**src/rtl/lqf_pkg.sv**
```systemverilog
package lqf_pkg;
    typedef enum logic [0:0] {
        ST_PICK = 1'b0,
        ST_GAP  = 1'b1
    } sched_state_t;
endpackage

```
**src/rtl/lqf_queue_ctr.sv**
```systemverilog
module lqf_queue_ctr #(
    parameter int BLK    = 2,
    parameter int CAP    = 9,
    parameter int OCC_W  = 5,
    parameter int BULK_W = 12
) (
    input  logic             clk,
    input  logic             rst_n,
    input  logic             blk_hit,
    input  logic             req_hit,
    input  logic             land_hit,
    input  logic             dep_hit,
    output logic [OCC_W-1:0] occ,
    output logic [OCC_W-1:0] deficit,
    output logic             miss,
    output logic             ovf
);
    localparam int THRESH = CAP - BLK + 1;
    localparam logic [OCC_W-1:0] BLK_O  = OCC_W'(BLK);
    localparam logic [OCC_W-1:0] THR_O  = OCC_W'(THRESH);
    localparam logic [BULK_W-1:0] BLK_B = BULK_W'(BLK);

    logic [OCC_W-1:0]  credit;
    logic [BULK_W-1:0] bulk;
    logic              take;
    logic              eligible;

    assign take     = dep_hit && (occ != '0);
    assign miss     = dep_hit && (occ == '0);
    assign ovf      = land_hit && ((occ + BLK_O - OCC_W'(take)) > OCC_W'(CAP));
    assign eligible = (credit < THR_O) && (bulk != '0);
    assign deficit  = eligible ? (THR_O - credit) : '0;

    always_ff @(posedge clk) begin
        if (!rst_n) begin
            occ    <= '0;
            credit <= '0;
            bulk   <= '0;
        end else begin
            occ    <= occ + (land_hit ? BLK_O : '0) - OCC_W'(take);
            credit <= credit + (req_hit ? BLK_O : '0) - OCC_W'(take);
            bulk   <= bulk + (blk_hit ? BLK_B : '0) - (req_hit ? BLK_B : '0);
        end
    end

    // a request only ever targets an eligible queue
    a_r2_req_eligible: assert property (@(posedge clk) disable iff (!rst_n)
        req_hit |-> (credit < THR_O) && (bulk != '0));

    // SRAM occupancy stays within capacity
    a_r9_cap: assert property (@(posedge clk) disable iff (!rst_n)
        occ <= OCC_W'(CAP));

    // a served departure lowers occupancy by one when no refill lands
    a_r7_dec: assert property (@(posedge clk) disable iff (!rst_n)
        (dep_hit && !land_hit && occ != '0) |=> occ == $past(occ) - 1'b1);
endmodule

```
**src/rtl/lqf_pick.sv**
```systemverilog
module lqf_pick #(
    parameter int NQ    = 8,
    parameter int QW    = 3,
    parameter int OCC_W = 5
) (
    input  logic [NQ-1:0][OCC_W-1:0] deficit,
    output logic                     pick_vld,
    output logic [QW-1:0]            pick_q
);
    logic [OCC_W-1:0] best;

    always_comb begin
        best   = '0;
        pick_q = '0;
        for (int i = 0; i < NQ; i++) begin
            if (deficit[i] > best) begin
                best   = deficit[i];
                pick_q = QW'(i);
            end
        end
        pick_vld = (best != '0);
    end
endmodule

```
**src/rtl/lqf_read_pipe.sv**
```systemverilog
module lqf_read_pipe #(
    parameter int QW     = 3,
    parameter int RD_LAT = 3
) (
    input  logic          clk,
    input  logic          rst_n,
    input  logic          in_vld,
    input  logic [QW-1:0] in_q,
    output logic          out_vld,
    output logic [QW-1:0] out_q
);
    logic [RD_LAT-1:0]         vld_sr;
    logic [RD_LAT-1:0][QW-1:0] q_sr;

    always_ff @(posedge clk) begin
        if (!rst_n) begin
            vld_sr <= '0;
            q_sr   <= '0;
        end else begin
            vld_sr[0] <= in_vld;
            q_sr[0]   <= in_q;
            for (int s = 1; s < RD_LAT; s++) begin
                vld_sr[s] <= vld_sr[s-1];
                q_sr[s]   <= q_sr[s-1];
            end
        end
    end

    assign out_vld = vld_sr[RD_LAT-1];
    assign out_q   = q_sr[RD_LAT-1];
endmodule

```
**src/rtl/lqf_refill_sched.sv**
```systemverilog
module lqf_refill_sched
    import lqf_pkg::*;
#(
    parameter int NQ     = 8,
    parameter int BLK    = 2,
    parameter int CAP    = 9,
    parameter int RD_LAT = 3,
    parameter int BULK_W = 12,
    parameter int QW     = $clog2(NQ)
) (
    input  logic          clk,
    input  logic          rst_n,
    input  logic          blk_valid,
    input  logic [QW-1:0] blk_q,
    input  logic          dep_valid,
    input  logic [QW-1:0] dep_q,
    output logic          req_valid,
    output logic [QW-1:0] req_q,
    output logic          dep_miss,
    output logic          err
);
    localparam int OCC_W = $clog2(CAP + BLK + 1) + 1;
    localparam int GAP_W = (BLK > 1) ? $clog2(BLK) : 1;

    sched_state_t state, state_nxt;
    logic [GAP_W-1:0] gap_cnt;

    logic [NQ-1:0][OCC_W-1:0] occ;
    logic [NQ-1:0][OCC_W-1:0] deficit;
    logic [NQ-1:0]            miss_v;
    logic [NQ-1:0]            ovf_v;
    logic                     pick_vld;
    logic [QW-1:0]            pick_q;
    logic                     issue;
    logic                     land_vld;
    logic [QW-1:0]            land_q;

    lqf_pick #(.NQ(NQ), .QW(QW), .OCC_W(OCC_W)) u_pick (
        .deficit (deficit),
        .pick_vld(pick_vld),
        .pick_q  (pick_q)
    );

    assign issue = (state == ST_PICK) && pick_vld;

    lqf_read_pipe #(.QW(QW), .RD_LAT(RD_LAT)) u_pipe (
        .clk    (clk),
        .rst_n  (rst_n),
        .in_vld (issue),
        .in_q   (pick_q),
        .out_vld(land_vld),
        .out_q  (land_q)
    );

    for (genvar g = 0; g < NQ; g++) begin : g_q
        lqf_queue_ctr #(.BLK(BLK), .CAP(CAP), .OCC_W(OCC_W), .BULK_W(BULK_W)) u_ctr (
            .clk     (clk),
            .rst_n   (rst_n),
            .blk_hit (blk_valid && (blk_q == QW'(g))),
            .req_hit (issue && (pick_q == QW'(g))),
            .land_hit(land_vld && (land_q == QW'(g))),
            .dep_hit (dep_valid && (dep_q == QW'(g))),
            .occ     (occ[g]),
            .deficit (deficit[g]),
            .miss    (miss_v[g]),
            .ovf     (ovf_v[g])
        );

        // the winner's deficit is at least every other deficit
        a_r3_largest: assert property (@(posedge clk) disable iff (!rst_n)
            issue |-> deficit[g] <= deficit[pick_q]);

        // a departure to an empty cache is flagged next cycle
        a_r7_miss: assert property (@(posedge clk) disable iff (!rst_n)
            (dep_valid && dep_q == QW'(g) && occ[g] == '0) |=> dep_miss);
    end

    // state register
    always_ff @(posedge clk) begin
        if (!rst_n) begin
            state   <= ST_PICK;
            gap_cnt <= '0;
        end else begin
            state <= state_nxt;
            if (state == ST_PICK)
                gap_cnt <= GAP_W'(BLK - 2);
            else if (gap_cnt != '0)
                gap_cnt <= gap_cnt - 1'b1;
        end
    end

    // next state: PICK_TO_GAP, GAP_TO_PICK, PICK_STAY (BLK == 1)
    always_comb begin
        state_nxt = state;
        unique case (state)
            ST_PICK: state_nxt = (BLK > 1) ? ST_GAP : ST_PICK;
            ST_GAP:  state_nxt = (gap_cnt == '0) ? ST_PICK : ST_GAP;
            default: state_nxt = ST_PICK;
        endcase
    end

    // registered outputs
    always_ff @(posedge clk) begin
        if (!rst_n) begin
            req_valid <= 1'b0;
            req_q     <= '0;
            dep_miss  <= 1'b0;
            err       <= 1'b0;
        end else begin
            req_valid <= issue;
            req_q     <= issue ? pick_q : req_q;
            dep_miss  <= |miss_v;
            err       <= err | (|miss_v) | (|ovf_v);
        end
    end

    // the error flag never clears outside reset
    a_r8_sticky: assert property (@(posedge clk) disable iff (!rst_n)
        err |=> err);

    // back-to-back requests are impossible when a block spans several slots
    if (BLK > 1) begin : g_space
        a_r4_spacing: assert property (@(posedge clk) disable iff (!rst_n)
            req_valid |=> !req_valid);
    end
endmodule

```
**config.mk**
```make
export PLATFORM = sky130hd
export DESIGN_NAME = lqf_refill_sched
export DESIGN_NICKNAME = d
export VERILOG_FILES = /design/src/rtl/lqf_pkg.sv /design/src/rtl/lqf_queue_ctr.sv /design/src/rtl/lqf_pick.sv /design/src/rtl/lqf_read_pipe.sv /design/src/rtl/lqf_refill_sched.sv
export SDC_FILE = /design/constraint.sdc
export NUM_CORES = 1
export LEC_CHECK = 0
export BUFFER_PORTS_ARGS = -buffer_cell sky130_fd_sc_hd__buf_2
export CAP_MARGIN = 15
export CELL_PAD_IN_SITES_DETAIL_PLACEMENT = 0
export CELL_PAD_IN_SITES_GLOBAL_PLACEMENT = 1
export CORE_MARGIN = 2
export CORE_UTILIZATION = 45
export CTS_CLUSTER_SIZE = 14
export DETAILED_ROUTE_END_ITERATION = 8
export PLACE_DENSITY_LB_ADDON = 0.1
export SLEW_MARGIN = 20
export SYNTH_ARGS = -nofsm -noshare
export SYNTH_HDL_FRONTEND = slang
export SYNTH_HIERARCHICAL = 1
export SYNTH_SLANG_ARGS = --single-unit
```
**constraint.sdc**
```tcl
create_clock -name clk -period 28 [get_ports clk]
set_input_delay 5.6 -clock clk [delete_from_list [all_inputs] [get_ports clk]]
set_output_delay 5.6 -clock clk [all_outputs]
set_load 0.02 [all_outputs]
```
* After elaboration in Yosys (flattened, before gate mapping) *
Cells that the tools add are included.

cells by class
  eq/ne operators = 28
  multiplexer cells = 57
  bitwise operators = 3
  reductions and logical operators = 97
  magnitude comparators = 24
  $add $sub $neg = 73

operators with widths
  operator             count
  $sub 5x1->5          24
  $add 12x12->12       8
  $reduce_bool 12->1   8
  $sub 12x12->12       8
  $add 5x5->5          16
  $mux 5               16
  $mux 2               34
  $logic_and 1x1->1    65
  $eq 3x3->1 const B   16
  $reduce_bool 5->1    9
  $add 5x2->5 const B  8
  $gt 5x4->1 const B   8
  $logic_not 5->1      8
  $lt 5x4->1 const B   8
  $sub 4x5->5 const A  8
  $gt 5x5->1           7
  $eq 3x2->1 const B   8
  $reduce_or 8->1      2
  $eq 3x1->1 const B   4
  $logic_not 3->1      4
  $mux 3               4
  $gt 5x1->1 const B   1
  $reduce_and 3->1     1
  $mux 1               2
  other kinds (4)      5

word-level totals
  output and inout port bits = 6
  register bits after elaboration = 196
  logic and storage cells = 316

* Logic depth before layout (Yosys ltp) *
  depth in word-level cells = 25
  gate-level depth with buffers = 70
  gate-level depth less buffers = 66

* Cells and area by module *
Netlist, hierarchy kept.

modules (own cells, without submodules)
  module                             times used  cells an instance  area each (µm²)
  lqf_queue_ctr at g_q[2].u_ctr ...  4           198                1719.1
  lqf_queue_ctr at g_q[1].u_ctr ...  3           201                1735.4
  lqf_queue_ctr at g_q[0].u_ctr      1           195                1659.1
  lqf_pick                           1           204                1520.2
  lqf_refill_sched                   1           81                 560.5
  lqf_read_pipe                      1           28                 359.1

* Worst setup path after synthesis *
Ideal clock, no wire load.

  kind = register to register
  start = register g_q[0].u_ctr.bulk[2]
  end = register g_q[7].u_ctr.bulk[11]
  arrival = 12806 ps
  data required time = 27878 ps
  cell stages (with the launch flop) = 68
  setup slack = 15072 ps
  clock period less this slack = 12928 ps
  cell sequence = dfxtp_1 inv_1 ha_1 and4_1 a31o_1 o21bai_1 nor2_1 inv_1 ha_1 and3_1 a31oi_4 o21a_1 buf_6 mux2i_1 ha_1 and3_1 and3_1 clkbuf_1 [... 32 more ...] o21ai_0 nand2b_1 a21oi_1 nor2b_1 o22ai_1 nor3_1 a31oi_1 nor2b_2 buf_6 nand2_4 nor2_1 fa_1 fa_1 or2_1 a211oi_1 or2_1 o22ai_1 mux2i_1

RTL lines
  item                      line                 source
  start: declaration        lqf_queue_ctr.sv:24  logic [BULK_W-1:0] bulk;
  start signal: assignment  lqf_queue_ctr.sv:42  bulk <= bulk + (blk_hit ? BLK_B : '0) - (req_hit ? BLK_B : '0);
  end signal: assignment    lqf_queue_ctr.sv:42
  end: declaration          lqf_queue_ctr.sv:24

==> metrics.csv <==
metric,value,unit
rsz0062_at_grt,false,
finalHoldViolCount,0,
fmax,66.7,MHz
setup_viol,0,
grt.overflow.total,0,
ant_nets,0,
critPathKind,flip-flop to flip-flop,
worst_slew_pin_slew,0.883,ns
cts-resized-gates,0,
synthMostInstantiatedCell,inv_1,
start_util,0.456,
grtUsageMet1,0.228,
drt_iter0_markers,525,
clock_skew,0.0161,ns
synth_cell_types,77,
start_kind,flip-flop,
synth_flop_cell,dfxtp_1,
dpl.hpwl,25400,um
synthToLayoutAreaGrowth,6.82,%
cp_common_cell,ha_1,
antenna_found_initial,0,
synth_top_area_frac,0.233,
clock_latency,0.46,ns
drt_first_pass_iters,4,
synth_nets,2244,
coreArea,0.0355,mm^2
maxCapViolations,0,
ys_seq_area_frac,0.233,
grt_most_used_layer,met2,
grt_use_total,0.176,
met2_usage,0.302,
status,completed,
row_count,69,
io_pins,16,
layout_min_cycle_time,14.99,ns
synthTopCellsByCount,"inv_1 (323), ha_1 (299), dfxtp_1 (188)",
cts.sink_count,188,
slowest_stage,a31oi_1,
cts_root_buf,clkbuf_16,
vias,11900,
period_share,0.535,
ys_ff_latch,188,
cts_setup_buffers,0,
fin_nets,2253,
cts_buffer_depth,2,
clk_pin_slew,0.08,ns
synthCells,1903,
vias_per_cell,4.99,
die_h,194,um
worstPathArrival,15.32,ns
yosysTopAreaCell,dfxtp_1,
htreeDepth,4,
critPathMaxFanout,11,
grt_pass1_wl,55300,um
syn_area_per_cell,8.50,um^2
gp_congestion,0.848,
synth_edf_count,0,
detail_route.drc_violations,0,
cts_hold_buf,0,
grt_pass1_vias,11900,
die_w,194,um
routed_wl,31900,um
fp.dieArea,0.0375,mm^2
maxSlewViolCount,0,
grt_start_max_net_pins,121,
slowest_delay,0.68,ns
synthArstFlopShare,0,
fin_setup_tns,0,ns
portBuffers,15,
met3_usage,0.0358,
cts_tree,yes,
relSlewSlack,0.409,
cts_buffers,17,
drive_gt1_frac,0.0629,
cp.required,28.34,ns
insertedDiodeCount,0,
end_kind,flip-flop,
wire_per_inst,13.4,um
yosys_warnings,6,
synth_area,0.0162,mm^2
hold_path.class,flip-flop to flip-flop,
synthTopCellsByArea,"dfxtp_1 (23%), ha_1 (23%), inv_1 (7.5%), fa_1 (4.0%), nor2_1 (3.6%)",
-- critical path: cells and delay by family (launching register included) --
kind | cells | cell delay, ns
adders and majority gates | 10 | 3.18
DFF | 1 | 0.40
AOI/OAI and AO/OA | 25 | 6.02
muxes | 4 | 1.34
buffers and inverters | 5 | 0.37
and+or+nand+nor | 19 | 3.52
-- through the flow --
stage	setup WS, ns	utilization	hold slack, ns	cell area (um^2)	std cells
3_3_place_gp	13.35	0.470	0.427	16700	2354
4_1_cts	13.06	0.487	0.454	17300	2386
3_5_place_dp	13.11	0.470	0.427	16700	2354
2_1_floorplan	15.07	-	0.412	16200	1903
6_report	13.01	0.487	0.449	17300	2386
5_1_grt	11.78	0.487	0.465	17300	2386
-- layout by cell type, fill, tap and decap left out, drive strengths merged, types with 26 or more instances in the layout --
master  count
dfxtp     188
nor2b      68
fa         32
a21oi      98
and2       92
xnor2      46
nor2      156
mux2i      34
nand2b     63
ha        299
nor3       30
xor2       57
a211oi     26
and3       27
o21ai      46
inv       332
nand2      74
-- path summary, 6_finish.rpt --
| check | from | to | slack [ns] | depth (start not counted) |
|---|---|---|---|---|
| min | gap_cnt$_SDFF_PN0_ | state$_SDFF_PN0_ | 0.45 | 2 |
| max reg2reg | g_q[1].u_ctr/bulk[2]$_SDFF_PN0_ | g_q[6].u_ctr/bulk[7]$_SDFF_PN0_ | 13.01 | 63 |
| min reg2reg | gap_cnt$_SDFF_PN0_ | state$_SDFF_PN0_ | 0.45 | 2 |
| max | g_q[1].u_ctr/bulk[2]$_SDFF_PN0_ | g_q[6].u_ctr/bulk[7]$_SDFF_PN0_ | 13.01 | 63 |
-- routing by layer --
layer,routed length [um],share of wire
met3,923,0.029
met2,14700,0.46
met1,15900,0.50
met5,0,0
met4,363,0.011
-- cell families after synthesis --
kind of cell	Yosys count	synth area share
simple gates	594	0.201
flops	188	0.233
mux	40	0.0257
buf+inv	349	0.0845
fa+ha+maj	331	0.271
xor+xnor	103	0.0557
other cells	1	0.000232
compound gates	297	0.129
-- final cells by class --
| type | count | area (um^2) |
|---|---|---|
| fill | 3418 | 18200 |
| timing repair buffer | 16 | 88.8 |
| clock inverter | 15 | 168 |
| multi-input combinational | 1366 | 11100 |
| tap | 461 | 577 |
| clock buffer | 17 | 425 |
| inverter | 323 | 1210 |
| sequential | 188 | 3760 |
-- sequential cells by signal (all words and copies together), names as in the netlist --
signal,cells
u_pipe/out_q,3
g_q.u_ctr/occ,40
g_q.u_ctr/bulk,88
req_q,3
req_valid,1
state,1
u_pipe/vld_sr,3
dep_miss,1
err,1
u_pipe/q_sr,6
g_q.u_ctr/credit,40
gap_cnt,1
Power is not shown: default switching activity piles up to over one toggle a cycle in this logic, so the estimate is an artifact.
